===== src/rtl/kwd_pkg.sv =====
package kwd_pkg;

    localparam int BUS_AW = 8;
    localparam int BUS_DW = 32;

    // Register offsets: fixed, software and neighbouring decoders rely on them
    localparam logic [BUS_AW-1:0] A_IRQ    = 8'h24;
    localparam logic [BUS_AW-1:0] A_DEFCNT = 8'h28;
    localparam logic [BUS_AW-1:0] A_CTRL   = 8'h2C;
    localparam logic [BUS_AW-1:0] A_PLEN   = 8'h30;
    localparam logic [BUS_AW-1:0] A_SOFT   = 8'h34;
    localparam logic [BUS_AW-1:0] A_CAUSE  = 8'h38;

    // Key words compared against the full data word
    localparam logic [BUS_DW-1:0] KEY_RUN_A  = 32'h0000_FF00;
    localparam logic [BUS_DW-1:0] KEY_RUN_B  = 32'h0000_00FF;
    localparam logic [BUS_DW-1:0] KEY_HALT_A = 32'h0000_EE00;
    localparam logic [BUS_DW-1:0] KEY_HALT_B = 32'h0000_00EE;

    localparam int IRQ_WDT_BIT = 4;
    localparam int CAUSE_LSB   = 28;
    localparam int CAUSE_W     = 4;

    typedef enum logic [1:0] {
        KS_IDLE       = 2'd0,
        KS_RUN_ARMED  = 2'd1,
        KS_HALT_ARMED = 2'd2
    } key_state_e;

    typedef struct packed {
        logic start;
        logic halt;
    } key_cmd_t;

    // Field order follows bits 31..28 of the cause register
    typedef struct packed {
        logic por;
        logic hw;
        logic sw;
        logic pcie;
    } cause_t;

    typedef struct packed {
        logic              wr;
        logic [BUS_AW-1:0] addr;
        logic [BUS_DW-1:0] data;
    } bus_wr_t;

    function automatic logic [BUS_DW-1:0] place_cause(input cause_t c);
        return {c, {CAUSE_LSB{1'b0}}};
    endfunction

    function automatic logic [BUS_DW-1:0] place_irq(input logic wdt);
        logic [BUS_DW-1:0] v;
        v = '0;
        v[IRQ_WDT_BIT] = wdt;
        return v;
    endfunction

    function automatic logic wr_hit(input bus_wr_t w, input logic [BUS_AW-1:0] a);
        return w.wr && (w.addr == a);
    endfunction

endpackage


===== src/rtl/kwd_key_seq.sv =====
module kwd_key_seq
    import kwd_pkg::*;
(
    input  logic              clk,
    input  logic              rst,
    input  logic              ctl_wr,
    input  logic [BUS_DW-1:0] wdata,
    output key_cmd_t          cmd
);

    key_state_e state_q;
    key_state_e state_d;

    always_comb begin
        state_d = state_q;
        cmd     = '0;
        if (ctl_wr) begin
            state_d = KS_IDLE;
            if (state_q == KS_RUN_ARMED && wdata == KEY_RUN_B) begin
                cmd.start = 1'b1;
            end else if (state_q == KS_HALT_ARMED && wdata == KEY_HALT_B) begin
                cmd.halt = 1'b1;
            end else if (wdata == KEY_RUN_A) begin
                state_d = KS_RUN_ARMED;
            end else if (wdata == KEY_HALT_A) begin
                state_d = KS_HALT_ARMED;
            end
        end
    end

    always_ff @(posedge clk) begin
        if (rst) begin
            state_q <= KS_IDLE;
        end else begin
            state_q <= state_d;
        end
    end

    AST_KEY_DISARM: assert property (@(posedge clk) disable iff (rst)
        (ctl_wr && wdata != KEY_RUN_A && wdata != KEY_HALT_A) |=> (state_q == KS_IDLE));

    AST_KEY_START_ORDER: assert property (@(posedge clk) disable iff (rst)
        cmd.start |-> ($past(ctl_wr) || state_q == KS_RUN_ARMED));

endmodule


===== src/rtl/kwd_countdown.sv =====
module kwd_countdown
    import kwd_pkg::*;
#(
    parameter int               CNT_W    = 32,
    parameter logic [CNT_W-1:0] DEF_INIT = '1
) (
    input  logic             clk,
    input  logic             rst,
    input  key_cmd_t         cmd,
    input  logic             def_wr,
    input  logic [CNT_W-1:0] def_wdata,
    output logic [CNT_W-1:0] live_cnt,
    output logic             running,
    output logic             expire
);

    localparam logic [CNT_W-1:0] STEP = CNT_W'(1);

    logic [CNT_W-1:0] def_q;
    logic [CNT_W-1:0] cnt_q;
    logic             run_q;

    assign live_cnt = cnt_q;
    assign running  = run_q;
    assign expire   = run_q && (cnt_q == '0) && !cmd.halt;

    always_ff @(posedge clk) begin
        if (rst) begin
            def_q <= DEF_INIT;
            cnt_q <= DEF_INIT;
            run_q <= 1'b0;
        end else begin
            if (def_wr) begin
                def_q <= def_wdata;
            end
            if (cmd.halt) begin
                run_q <= 1'b0;
                cnt_q <= def_q;
            end else if (run_q) begin
                if (cnt_q == '0) begin
                    run_q <= 1'b0;
                end else begin
                    cnt_q <= cnt_q - STEP;
                end
            end else if (cmd.start) begin
                run_q <= 1'b1;
                if (cnt_q == '0) begin
                    cnt_q <= def_q;
                end
            end else if (def_wr) begin
                cnt_q <= def_wdata;
            end
        end
    end

    AST_DECREMENT: assert property (@(posedge clk) disable iff (rst)
        (run_q && cnt_q != '0 && !cmd.halt) |=> (run_q && cnt_q == $past(cnt_q) - STEP));

    AST_HALT_RELOAD: assert property (@(posedge clk) disable iff (rst)
        cmd.halt |=> (!run_q && cnt_q == $past(def_q)));

    AST_RUN_DEF_DEFER: assert property (@(posedge clk) disable iff (rst)
        (run_q && def_wr && cnt_q != '0) |=> (cnt_q == $past(cnt_q) - STEP));

    AST_EXPIRE_STOPS: assert property (@(posedge clk) disable iff (rst)
        expire |=> (!run_q && cnt_q == '0));

    AST_ZERO_START: assert property (@(posedge clk) disable iff (rst)
        (cmd.start && !run_q && cnt_q == '0) |=> (run_q && cnt_q == $past(def_q)));

endmodule


===== src/rtl/kwd_pulse.sv =====
module kwd_pulse #(
    parameter int PULSE_W = 16
) (
    input  logic               clk,
    input  logic               rst,
    input  logic               trig,
    input  logic [PULSE_W-1:0] len,
    output logic               pulse_o
);

    localparam logic [PULSE_W-1:0] MIN_W = PULSE_W'(1);

    logic [PULSE_W-1:0] left_q;

    assign pulse_o = (left_q != '0);

    always_ff @(posedge clk) begin
        if (rst) begin
            left_q <= '0;
        end else if (trig) begin
            left_q <= (len == '0) ? MIN_W : len;
        end else if (left_q != '0) begin
            left_q <= left_q - MIN_W;
        end
    end

    AST_PULSE_SHRINK: assert property (@(posedge clk) disable iff (rst)
        (!trig && left_q != '0) |=> (left_q == $past(left_q) - MIN_W));

    AST_PULSE_RISE: assert property (@(posedge clk) disable iff (rst)
        trig |=> pulse_o);

endmodule


===== src/rtl/keyed_watchdog.sv =====
module keyed_watchdog
    import kwd_pkg::*;
#(
    parameter int          CNT_W      = 32,
    parameter int          PULSE_W    = 16,
    parameter int unsigned DEF_INIT   = 50_000_000,
    parameter int unsigned PULSE_INIT = 1000
) (
    input  logic        clk,
    input  logic        rst,
    input  logic [7:0]  bus_addr,
    input  logic        bus_we,
    input  logic [31:0] bus_wdata,
    output logic [31:0] bus_rdata,
    output logic        wdt_irq,
    output logic        wdt_rst_pulse
);

    localparam logic [CNT_W-1:0]   DEF_INIT_V   = CNT_W'(DEF_INIT);
    localparam logic [PULSE_W-1:0] PLEN_INIT_V  = PULSE_W'(PULSE_INIT);
    localparam cause_t             CAUSE_RESET  = '{por: 1'b1, hw: 1'b0, sw: 1'b0, pcie: 1'b0};

    bus_wr_t            wr;
    key_cmd_t           key_cmd;
    logic               ctl_wr;
    logic [CNT_W-1:0]   live_cnt;
    logic               running;
    logic               expire;
    logic               soft_req;
    logic               irq_q;
    cause_t             cause_q;
    logic [CAUSE_W-1:0] cause_set;
    logic [CAUSE_W-1:0] cause_clr;
    logic [PULSE_W-1:0] plen_q;
    logic [BUS_DW-1:0]  cnt_ext;
    logic [BUS_DW-1:0]  plen_ext;

    assign wr       = '{wr: bus_we, addr: bus_addr, data: bus_wdata};
    assign ctl_wr   = wr_hit(wr, A_CTRL);
    assign soft_req = wr_hit(wr, A_SOFT) && wr.data[0];

    kwd_key_seq u_keys (
        .clk    (clk),
        .rst    (rst),
        .ctl_wr (ctl_wr),
        .wdata  (wr.data),
        .cmd    (key_cmd)
    );

    kwd_countdown #(
        .CNT_W    (CNT_W),
        .DEF_INIT (DEF_INIT_V)
    ) u_count (
        .clk       (clk),
        .rst       (rst),
        .cmd       (key_cmd),
        .def_wr    (wr_hit(wr, A_DEFCNT)),
        .def_wdata (wr.data[CNT_W-1:0]),
        .live_cnt  (live_cnt),
        .running   (running),
        .expire    (expire)
    );

    kwd_pulse #(
        .PULSE_W (PULSE_W)
    ) u_pulse (
        .clk     (clk),
        .rst     (rst),
        .trig    (expire || soft_req),
        .len     (plen_q),
        .pulse_o (wdt_rst_pulse)
    );

    // Cause bits: set sources win over a clear in the same cycle
    assign cause_set = {1'b0, expire, soft_req, 1'b0};
    assign cause_clr = wr_hit(wr, A_CAUSE) ? wr.data[CAUSE_LSB +: CAUSE_W] : '0;

    always_ff @(posedge clk) begin
        if (rst) begin
            irq_q   <= 1'b0;
            cause_q <= CAUSE_RESET;
            plen_q  <= PLEN_INIT_V;
        end else begin
            irq_q   <= expire || (irq_q && !(wr_hit(wr, A_IRQ) && wr.data[IRQ_WDT_BIT]));
            cause_q <= cause_t'((cause_q & ~cause_clr) | cause_set);
            if (wr_hit(wr, A_PLEN)) begin
                plen_q <= wr.data[PULSE_W-1:0];
            end
        end
    end

    assign wdt_irq = irq_q;

    generate
        if (CNT_W >= BUS_DW) begin : g_cnt_full
            assign cnt_ext = live_cnt[BUS_DW-1:0];
        end else begin : g_cnt_pad
            assign cnt_ext = {{(BUS_DW-CNT_W){1'b0}}, live_cnt};
        end
        if (PULSE_W >= BUS_DW) begin : g_plen_full
            assign plen_ext = plen_q[BUS_DW-1:0];
        end else begin : g_plen_pad
            assign plen_ext = {{(BUS_DW-PULSE_W){1'b0}}, plen_q};
        end
    endgenerate

    always_comb begin
        unique case (bus_addr)
            A_IRQ:    bus_rdata = place_irq(irq_q);
            A_DEFCNT: bus_rdata = cnt_ext;
            A_PLEN:   bus_rdata = plen_ext;
            A_CAUSE:  bus_rdata = place_cause(cause_q);
            default:  bus_rdata = '0;
        endcase
    end

    AST_EXPIRE_FLAGS: assert property (@(posedge clk) disable iff (rst)
        expire |=> (wdt_irq && cause_q.hw && wdt_rst_pulse));

    AST_IRQ_CLEAR_SRC: assert property (@(posedge clk) disable iff (rst)
        $fell(wdt_irq) |-> $past(bus_we && bus_addr == A_IRQ && bus_wdata[IRQ_WDT_BIT]));

    AST_SOFT_CAUSE: assert property (@(posedge clk) disable iff (rst)
        soft_req |=> (cause_q.sw && wdt_rst_pulse));

    AST_NONKEY_RUN: assert property (@(posedge clk) disable iff (rst)
        (ctl_wr && !key_cmd.start && !key_cmd.halt && !expire) |=> (running == $past(running)));

    AST_POR_CLEAR_SRC: assert property (@(posedge clk) disable iff (rst)
        $fell(cause_q.por) |-> $past(bus_we && bus_addr == A_CAUSE && bus_wdata[31]));

    AST_PCIE_IDLE: assert property (@(posedge clk) disable iff (rst)
        !cause_q.pcie);

endmodule


===== config.mk =====
export PLATFORM = sky130hd
export DESIGN_NAME = keyed_watchdog
export DESIGN_NICKNAME = d
export VERILOG_FILES = /design/src/rtl/kwd_pkg.sv /design/src/rtl/kwd_key_seq.sv /design/src/rtl/kwd_countdown.sv /design/src/rtl/kwd_pulse.sv /design/src/rtl/keyed_watchdog.sv
export SDC_FILE = /design/constraint.sdc
export NUM_CORES = 1
export LEC_CHECK = 0
export CORE_ASPECT_RATIO = 0.75
export CORE_UTILIZATION = 35
export DETAILED_ROUTE_END_ITERATION = 8
export GPL_TIMING_DRIVEN = 0
export PLACE_DENSITY = 0.55
export SLEW_MARGIN = 20
export SYNTH_ARGS = -nofsm -noshare
export SYNTH_HDL_FRONTEND = slang
export SYNTH_SLANG_ARGS = --single-unit

===== constraint.sdc =====
create_clock -name clk -period 3.8 [get_ports clk]
set_input_delay 0.38 -clock clk [delete_from_list [all_inputs] [get_ports clk]]
set_output_delay 0.38 -clock clk [all_outputs]
set_load 0.02 [all_outputs]

[Yosys cells after proc, flatten, opt, wreduce, memory -nomap -nowiden]
Index checks and enable logic that the tools add are counted.
Storage, ports and cells
  word-level logic and storage cells: 76
  output and inout bits: 34
  register bits after elaboration: 104
  input bits: 43
Operators by class
  add/subtract/negate cells: 2
  mux-type cells: 22
  reduce and logical (&&, ||, !) cells: 24
  eq/ne operators: 14
  bitwise operators: 3
Operators by type and width (count)
  two-way mux 32 bit: 6
  case mux 32 bit (4 select lines): 1
  == test 32 x 16 -> 1 bit, second input constant: 2
  == test 32 x 8 -> 1 bit, second input constant: 2
  == test 8 x 6 -> 1 bit, second input constant: 6
  two-way mux 16 bit: 3
  logical NOT 32 bit: 1
  subtractor 32 x 1 -> 32 bit, second input constant: 1
  logical NOT 16 bit: 1
  nonzero test 16 bit: 1
  subtractor 16 x 1 -> 16 bit, second input constant: 1
  logical AND 1 bit: 13
  two-way mux 2 bit: 5
  two-way mux 1 bit: 6
  bitwise AND 4 bit: 1
  two-way mux 4 bit: 1
  inequality test 4 x 1 -> 1 bit, second input constant: 1
  inverter 4 bit: 1
  bitwise OR 4 x 3 -> 4 bit: 1
  nonzero test 4 bit: 1
  inequality test 3 x 2 -> 1 bit, second input constant: 1
  AND reduction 3 bit: 1
  == test 2 x 1 -> 1 bit, second input constant: 1
  == test 2 bit, second input constant: 1
  4 further kinds: 6

[Longest topological paths before layout]
Gate-level depths: netlist (run 1).
  word-level depth: 9
  mapped depth: 11
  depth with buffers taken out: 9

[Modules after synthesis]
A second synthesis (run 1) with hierarchy kept.
Unflattened totals
  cells, all modules: 713
  area total of the unflattened synthesis: 6089.6 µm²
By module, submodules not included
  kwd_countdown: area an instance 3626.0 µm², sequential area each 1301.2 µm², instances 1, cells each 422
  keyed_watchdog: area an instance 1316.3 µm², sequential area each 420.4 µm², instances 1, cells each 146
  kwd_pulse: area an instance 910.9 µm², sequential area each 320.3 µm², instances 1, cells each 114
  kwd_key_seq: area an instance 236.5 µm², sequential area each 40.0 µm², instances 1, cells each 31

[Worst setup path after synthesis (run 1)]
OpenSTA, ideal clock, no wires.
  path kind: register to register
  start: reg u_count.cnt_q[26], in the netlist u_count.live_cnt[26]
  end: reg u_count.cnt_q[22], in the netlist u_count.live_cnt[22]
  setup slack: 1.145 ns
  stages on the path, launching flop included: 10
  library setup time: 0.126 ns
  path buffers: 2
  required time: 3.674 ns
  arrival: 2.529 ns
  clock period less this slack: 2.655 ns
  cells stage by stage: dfxtp_1 > or4_4 > or3_4 > nor3_4 > a31oi_1 > mux2i_2 > or2_1 > buf_2 > buf_4 > a31oi_1
Between the ends
  word-level cells in the longest chain between the ends: 3
  elaborated cells on any way between the ends: 4
  those cells by class: eq/ne (2); reduce/logical (2)
Ends and longest elaborated chain
  from (decl): line kwd_countdown.sv:20  | logic [CNT_W-1:0] cnt_q;
  from (signal assigned): line kwd_countdown.sv:38  | cnt_q <= def_q;
  from (signal assigned): line kwd_countdown.sv:43  | cnt_q <= cnt_q - STEP;
  from (signal assigned): line kwd_countdown.sv:48  | cnt_q <= def_q;
  logical NOT 32 bit (*): line kwd_countdown.sv:40, kwd_countdown.sv:47
  inequality test 4 x 1 -> 1 bit (no line) / inequality test 3 x 2 -> 1 bit (equally long branches)
  AND reduction 3 bit (no line) (*)
Every way passes the cells marked *; elsewhere a longest branch is shown, timed or not.
A chain may end at the register's enable or synchronous reset.

[Worst setup path after layout (run 1)]
  start: in bus_wdata[20]
  end: reg u_count.cnt_q[6], in the netlist u_count.live_cnt[6]
Between the ends
  word-level cells in the longest chain between the ends: 7
  elaborated cells on any way between the ends: 15
  those cells by class: eq/ne (4); mux (7); reduce/logical (4)
Ends and longest elaborated chain
  from (decl): line keyed_watchdog.sv:13  | input logic [31:0] bus_wdata,
  == test 32 x 8 -> 1 bit (on tied branches): line kwd_key_seq.sv:21, kwd_key_seq.sv:19
  logical AND 1 bit (on tied branches): line kwd_key_seq.sv:21, kwd_key_seq.sv:19
  two-way mux 1 bit (on tied branches): line kwd_key_seq.sv:21, kwd_key_seq.sv:19
  two-way mux 1 bit / two-way mux 2 bit (equally long branches): line kwd_key_seq.sv:19, kwd_key_seq.sv:17
  two-way mux 2 bit (*): line kwd_key_seq.sv:17  | if (ctl_wr) begin
  inequality test 4 x 1 -> 1 bit (no line), or another cell as far along
  AND reduction 3 bit (no line) / two-way mux 32 bit (equally long branches)
Marks and branches as above.

==> impl_metrics.toml, run 1 <==
[run_status]
status = "completed"

[die]
rows = 40
start_util_pct = 36.1
fp.dieH_um = 114
chipWidth_um = 151
core_um2 = 16100
ios = 77
die_area_um2 = 17200

[finish]
fin_area_um2 = 7150
syn2layout_area_growth_pct = 22.9
multi_input_area_um2 = 3500
fillers = 1697
layout_commonest_cell = "nand2_1"
final_cell_mix = "133 x nand2_1, 104 x dfxtp_1, 73 x clkdlybuf4s50_1, 62 x a21oi_1"
register_area_um2 = 2080
instances_no_fill = 1062
n_antenna_cell = 0
final_nets = 894
drive_above_1_share_pct = 5.28

[setup_path]
worst_ep_arrival_time_ns = 3.97
crit_required_ns = 4.06
end_kind = "register"
r2r-end = "u_count.live_cnt[10]$_SDFFE_PP0P_"
crit_slowest_cell = "nor4_1"
reg2reg_depth = 9
crit_start = "bus_wdata[20]"
critPathKind = "input port to register"
worst_path_largest_cell_delay_ns = 0.60
r2r-start = "u_count.live_cnt[19]$_SDFFE_PP1P_"
critical_path.cell_chain = "clkdlybuf4s50_1 -> nor4_1 -> nand2_1 -> nor4_2 -> buf_2 -> a21oi_1 -> clkbuf_1 -> nand3_1 -> o221ai_1 -> a221oi_1"
crit_fanout = 10
cp-start-kind = "input port"
endpoint = "u_count.live_cnt[6]$_SDFFE_PP0P_"
ff2ff_setup_slack_ns = 0.35

[cts]
cts_tree = "built"
path_clk_slew_ns = 0.08
h-tree-depth = 3
cts-root-buf = "clkbuf_16"
cts_hold_buffers = 0
clockBufferDepth = 2
cts_num_sinks = 104
cts_buffers = 9
insertion_delay_ns = 0.35

[power_and_ir_drop]
power.density_nw_per_um2 = 382
vdd_ir_drop_max_uv = 222
p_leak_nw = 2.43

[timing]
max_freq_mhz = 269
finalMaxSlewViolations = 0
final_hold_viol_count = 0
setup_viol = 0
rsz0062_at_grt = "no"
fin_crit_ns = 3.72
clock_skew_ns = 0.00978
tightest_slew_ns = 1.01
slew_headroom_pct = 32.9
finalCritPeriodShare_pct = 97.8

[drt]
wire_per_inst_um = 22.8
ant_nets = 0
via_per_inst = 6.16
drt-total-wl_mm = 24.2
route.detailed.drc = 0
dr.pass1.iters = 5
vias = 6547
drt_iter0_drc = 707

[placement]
placedCellCount = 1046
gp_congestion = 0.932
hpwl_mm = 18.0
portBuffers = 73
placed_cell_area_um2 = 6810

[grt]
grt_pass1_wl_mm = 36.4
grt_max_degree = 18
grt_pass1_vias = 5993
grt_usage_pct = 28.5
grt-ovfl-total = 0
grt_antenna_before_repair = 0

[worst_hold_path]
min_path_type = "input port to register"

[synth]
synth_ff_type = "dfxtp_1"
synth_edf_count = 0
synth_cell_type_count = 62
netlist_area_um2 = 5820
synthCells = 763
seq_area_frac_synth_pct = 35.8
synthArstFlopShare_pct = 0
synth.net_count = 809
synth_top_area_cell = "dfxtp_1"
synth_seq_cells = 104
synth_top_area_share_pct = 35.8
yosys-top-cells-area = "dfxtp_1 36%, nand2_1 8.6%, a21oi_1 5.3%"
yosysWarnings = 0
avgSynthCellArea_um2 = 7.63

[run]
drv_cap = 0
-- logic make-up (layout without fill, tap and decap cells) --
| logic type | Yosys count | in the layout | share of synthesized area [%] |
|---|---|---|---|
| AND/OR/NAND/NOR | 343 | 343 | 29.7 |
| flip-flops | 104 | 104 | 35.8 |
| multiplexers | 1 | 1 | 0.236 |
| XOR/XNOR | 17 | 17 | 2.56 |
| adder cells (fa/ha/maj) | 3 | 3 | 0.645 |
| AO/OA/AOI/OAI | 222 | 222 | 26.1 |
| buffers and inverters | 73 | 162 | 5.01 |
-- area by class of cell --
type	instances	area share (%)
Buffer	57	3.27
Clock buffer	13	3.64
Clock inverter	2	0.210
Inverter	15	0.787
Multi-Input combinational cell	586	48.9
Sequential cell	104	29.1
Tap cell	210	3.67
Timing Repair Buffer	75	10.4
-- routing by layer --
metal	vias up	routed length, um	GRT usage [%]
met5	-	0	0
met4	0	248	6.67
met1	3166	11400	43.8
met2	373	9850	39.4
li1	2990	-	-
met3	18	2740	6.48
-- synth_stat cells, drive strengths merged, types with 7 or more instances --
cell      n
dfxtp   104
xor2      7
nand2   134
nor3     18
a211oi   23
a21o     15
inv      15
or3       9
o21ai    14
o221ai   10
nor4     24
nor2     39
nand3    47
a21oi    63
nand4     7
nand2b    7
xnor2    10
o22ai    24
a22o     26
a211o     7
nor4b     7
buf      11
clkbuf   47
or4       7
and2     19
o211ai    8
-- worst min-delay path by stage --
stage | start | end | slack (ns) | cells after the start
4_1_cts | bus_wdata[4] | u_count.def_q[4]$_SDFFE_PP0P_ | 0.44 | 3
5_1_grt | bus_wdata[4] | u_count.def_q[4]$_SDFFE_PP0P_ | 0.46 | 3
2_1_floorplan | cause_q[3]$_SDFF_PP1_ | cause_q[3]$_SDFF_PP1_ | 0.42 | 2
3_5_place_dp | u_count.def_q[11]$_SDFFE_PP0P_ | u_count.def_q[11]$_SDFFE_PP0P_ | 0.44 | 2
6_report | bus_wdata[4] | plen_q[4]$_SDFFE_PP0P_ | 0.45 | 3
3_3_place_gp | cause_q[3]$_SDFF_PP1_ | cause_q[3]$_SDFF_PP1_ | 0.43 | 2
-- metrics by stage --
stage	hold slack [ns]	TNS [ns]	power (mW)	worst slack, ns	utilization [%]
2_1_floorplan	0.423	0	1.64	1.15	-
3_5_place_dp	0.445	-18.68	1.83	-0.571	42.3
3_3_place_gp	0.432	-15.71	1.82	-0.517	42.3
6_report	0.452	0	2.73	0.0821	44.4
4_1_cts	0.440	0	2.73	0.0612	44.2
5_1_grt	0.456	0	2.87	0.0289	44.4
-- registers in the layout, summed over array words and instances (netlist names) --
| name | count |
|---|---|
| wdt_irq | 1 |
| u_count.def_q | 32 |
| plen_q | 16 |
| u_count.live_cnt | 32 |
| u_count.running | 1 |
| cause_q | 4 |
| u_keys.state_q | 2 |
| u_pulse.left_q | 16 |
-- critical path: cells and delay by family --
family | cells | cell delay, ns
simple gates | 4 | 1.58
buf+inv | 3 | 1.21
compound gates | 3 | 0.79
-- power by group --
group | internal [mW] | total, mW | switching (mW) | leakage [nW]
Sequential | 1.15 | 1.21 | 0.0539 | 0.842
Combinational | 0.277 | 0.613 | 0.336 | 1.46
Clock | 0.479 | 0.910 | 0.431 | 0.128
-- timing repair --
action	CTS	global route
resized for setup	4	7
setup buffers	2	0
pin swaps	1	0
endpoints found under the setup margin	40	47
No activity file was read; power rests on OpenSTA's default activity.
==> run 2: changes to the inputs <==
--- a/config.mk
+++ b/config.mk
@@ -5,11 +5,13 @@
 export SDC_FILE = /design/constraint.sdc
 export NUM_CORES = 1
 export LEC_CHECK = 0
+export CELL_PAD_IN_SITES_DETAIL_PLACEMENT = 0
+export CELL_PAD_IN_SITES_GLOBAL_PLACEMENT = 1
 export CORE_ASPECT_RATIO = 0.75
 export CORE_UTILIZATION = 35
 export DETAILED_ROUTE_END_ITERATION = 8
 export GPL_TIMING_DRIVEN = 0
-export PLACE_DENSITY = 0.55
+export PLACE_DENSITY_LB_ADDON = 0.05
 export SLEW_MARGIN = 20
 export SYNTH_ARGS = -nofsm -noshare
 export SYNTH_HDL_FRONTEND = slang
==> constraint.sdc (replaced) <==
create_clock -name clk -period 3.5 [get_ports clk]
set_input_delay 0.35 -clock clk [delete_from_list [all_inputs] [get_ports clk]]
set_output_delay 0.35 -clock clk [all_outputs]
set_load 0.02 [all_outputs]
==> impl_metrics.toml, run 2 (same netlist as run 1, synthesis figures left out) <==
[run_status]
status = "completed"

[setup_path]
cp_common_cell = "a211oi_1"
crit_slowest_cell = "clkbuf_1"
critical_path.cell_chain = "inv_1 -> ha_1 -> nor4b_2 -> nand4_2 -> nor3_4 -> buf_4 -> clkbuf_1 -> o21ai_0 -> a211oi_1 -> a211oi_1"
worst_path_largest_cell_delay_ns = 0.56
end_kind = "register"
cp-start-kind = "register"
crit_fanout = 10
reg2reg_depth = 10
r2r-start = "u_count.live_cnt[0]$_SDFFE_PP0P_"
ff2ff_setup_slack_ns = 0.13
critPathKind = "register to register"
r2r-end = "u_count.live_cnt[9]$_SDFFE_PP0P_"
worst_ep_arrival_time_ns = 3.58
crit_required_ns = 3.71

[finish]
drive_above_1_share_pct = 6.67
syn2layout_area_growth_pct = 24.1
final_cell_mix = "133 x nand2_1, 104 x dfxtp_1, 73 x clkdlybuf4s50_1, 62 x a21oi_1, 46 x nand3_1"
n_antenna_cell = 0
fillers = 1673
layout_commonest_cell = "nand2_1"
final_nets = 896
instances_no_fill = 1065

[drt]
route.detailed.drc = 0
drt-total-wl_mm = 24.5
ant_nets = 0
wl_met1_mm = 11.3
dr_wl_met2_mm = 9.60
dr.pass1.iters = 5
drt_iter0_drc = 703
met3WireLength_mm = 3.27
via_per_inst = 6.06
wire_per_inst_um = 23.0
top_layer_used = "met4"
vias = 6457

[power_and_ir_drop]
clockPowerShare_pct = 33.4
power_frac_comb_pct = 23.4
finalPower_mw = 3.04
power.density_nw_per_um2 = 421
vdd_ir_drop_max_uv = 187
switching_power_mw = 0.969
p_leak_nw = 2.48
swShare_pct = 31.9
seqPwrFrac_pct = 43.2
p_int_mw = 2.07

[cts]
h-tree-depth = 3
cts_buffers = 9
cts_hold_buffers = 0
cts-root-buf = "clkbuf_16"
cts_tree = "built"
insertion_delay_ns = 0.36
clockBufferDepth = 2
cts_num_sinks = 104
path_clk_slew_ns = 0.08

[die]
ios = 77
chipWidth_um = 151
die_area_um2 = 17200
rows = 40
start_util_pct = 36.1
core_um2 = 16100
fp.dieH_um = 114

[timing]
finalMaxSlewViolations = 0
clock_skew_ns = 0.00632
slew_headroom_pct = 32.5
tns_ns = 0
rsz0062_at_grt = "no"
finalCritPeriodShare_pct = 96.3
tightest_slew_ns = 1.01
max_freq_mhz = 297
setup_ws_ns = 0.130
fin_crit_ns = 3.37
setup_viol = 0
whs_ns = 0.456
final_hold_viol_count = 0

[placement]
gp_congestion = 0.894
hpwl_mm = 18.3
dp_slack_ns = -0.955
portBuffers = 73
placedCellCount = 1046

[grt]
grt_usage_pct = 29.2
grt_antenna_before_repair = 1
grt_pass1_wl_mm = 36.7
grt-ovfl-total = 0
grt_pass1_vias = 5998
grt_max_degree = 19

[worst_hold_path]
hp-start = "u_count.def_q[11]$_SDFFE_PP0P_"
hold_path_end = "u_count.def_q[11]$_SDFFE_PP0P_"
hold_depth = 2
min_path_type = "register to register"

[run]
drv_cap = 0
run 2: changes by cell type in the layout (fill, tap and decap cells not counted), sizes merged:
cell      before  now
buf           13   19
clkinvlp       2    3
clkinv         0    1
inv           15   17
clkbuf        59   52
run 2: worst max path at each step:
stage	depth (start not counted)	to	startpoint	slack [ns]
after floorplan	9	u_count.live_cnt[22]$_SDFFE_PP1P_	u_count.live_cnt[26]$_SDFFE_PP0P_	0.85
after global placement	11	u_count.live_cnt[26]$_SDFFE_PP0P_	bus_addr[1]	-0.86
after detailed placement	11	u_count.live_cnt[26]$_SDFFE_PP0P_	bus_addr[1]	-0.96
after CTS	11	u_count.live_cnt[8]$_SDFFE_PP0P_	u_count.live_cnt[0]$_SDFFE_PP0P_	0.05
after global routing	10	u_count.live_cnt[9]$_SDFFE_PP0P_	u_count.live_cnt[0]$_SDFFE_PP0P_	0.01
final	10	u_count.live_cnt[9]$_SDFFE_PP0P_	u_count.live_cnt[0]$_SDFFE_PP0P_	0.13
run 2: power groups by stage:
stage	sequential, mW	combinational, mW	clock (mW)
6_report	1.31	0.712	1.02
5_1_grt	1.32	0.781	1.08
4_1_cts	1.31	0.701	1.04
3_5_place_dp	1.34	0.682	0
3_3_place_gp	1.34	0.678	0
2_1_floorplan	1.32	0.465	0
run 2: routing by layer:
layer | up-vias | GRT usage, %
met3 | 31 | 11.2
li1 | 2998 | -
met2 | 384 | 39.9
met1 | 3044 | 42.5
met4 | 0 | 6.67
met5 | - | 0
run 2: stage by stage:
step / utilization, % / instance area (um^2)
6_report: 44.8 / 7220
5_1_grt: 44.8 / 7220
4_1_cts: 44.5 / 7170
3_5_place_dp: 42.3 / 6810
3_3_place_gp: 42.3 / 6810
2_1_floorplan: - / 5820
run 2: layout make-up:
| class | count | area, um^2 | area share, % |
|---|---|---|---|
| Multi-Input combinational cell | 586 | 3530 | 48.8 |
| Timing Repair Buffer | 79 | 776 | 10.7 |
| Inverter | 15 | 56.3 | 0.779 |
| Tap cell | 210 | 263 | 3.64 |
| Buffer | 55 | 230 | 3.19 |
| Clock buffer | 10 | 239 | 3.31 |
| Clock inverter | 6 | 51.3 | 0.710 |
| Sequential cell | 104 | 2080 | 28.8 |
run 2: critical path: cells and delay by family (launching register included):
kind	cells	cell delay (ns)
buffers and inverters	3	0.89
adder cells (fa/ha/maj)	1	0.22
AO/OA/AOI/OAI	3	0.63
AND/OR/NAND/NOR	3	1.13
flip-flops	1	0.37
run 2: what timing repair did:
item / CTS / global route
endpoints found under the setup margin: 76 / 73
resized for setup: 11 / 10
pin swaps: 2 / 1
buffers inserted: 3 / 3
endpoints found under the hold margin: 0 / 0
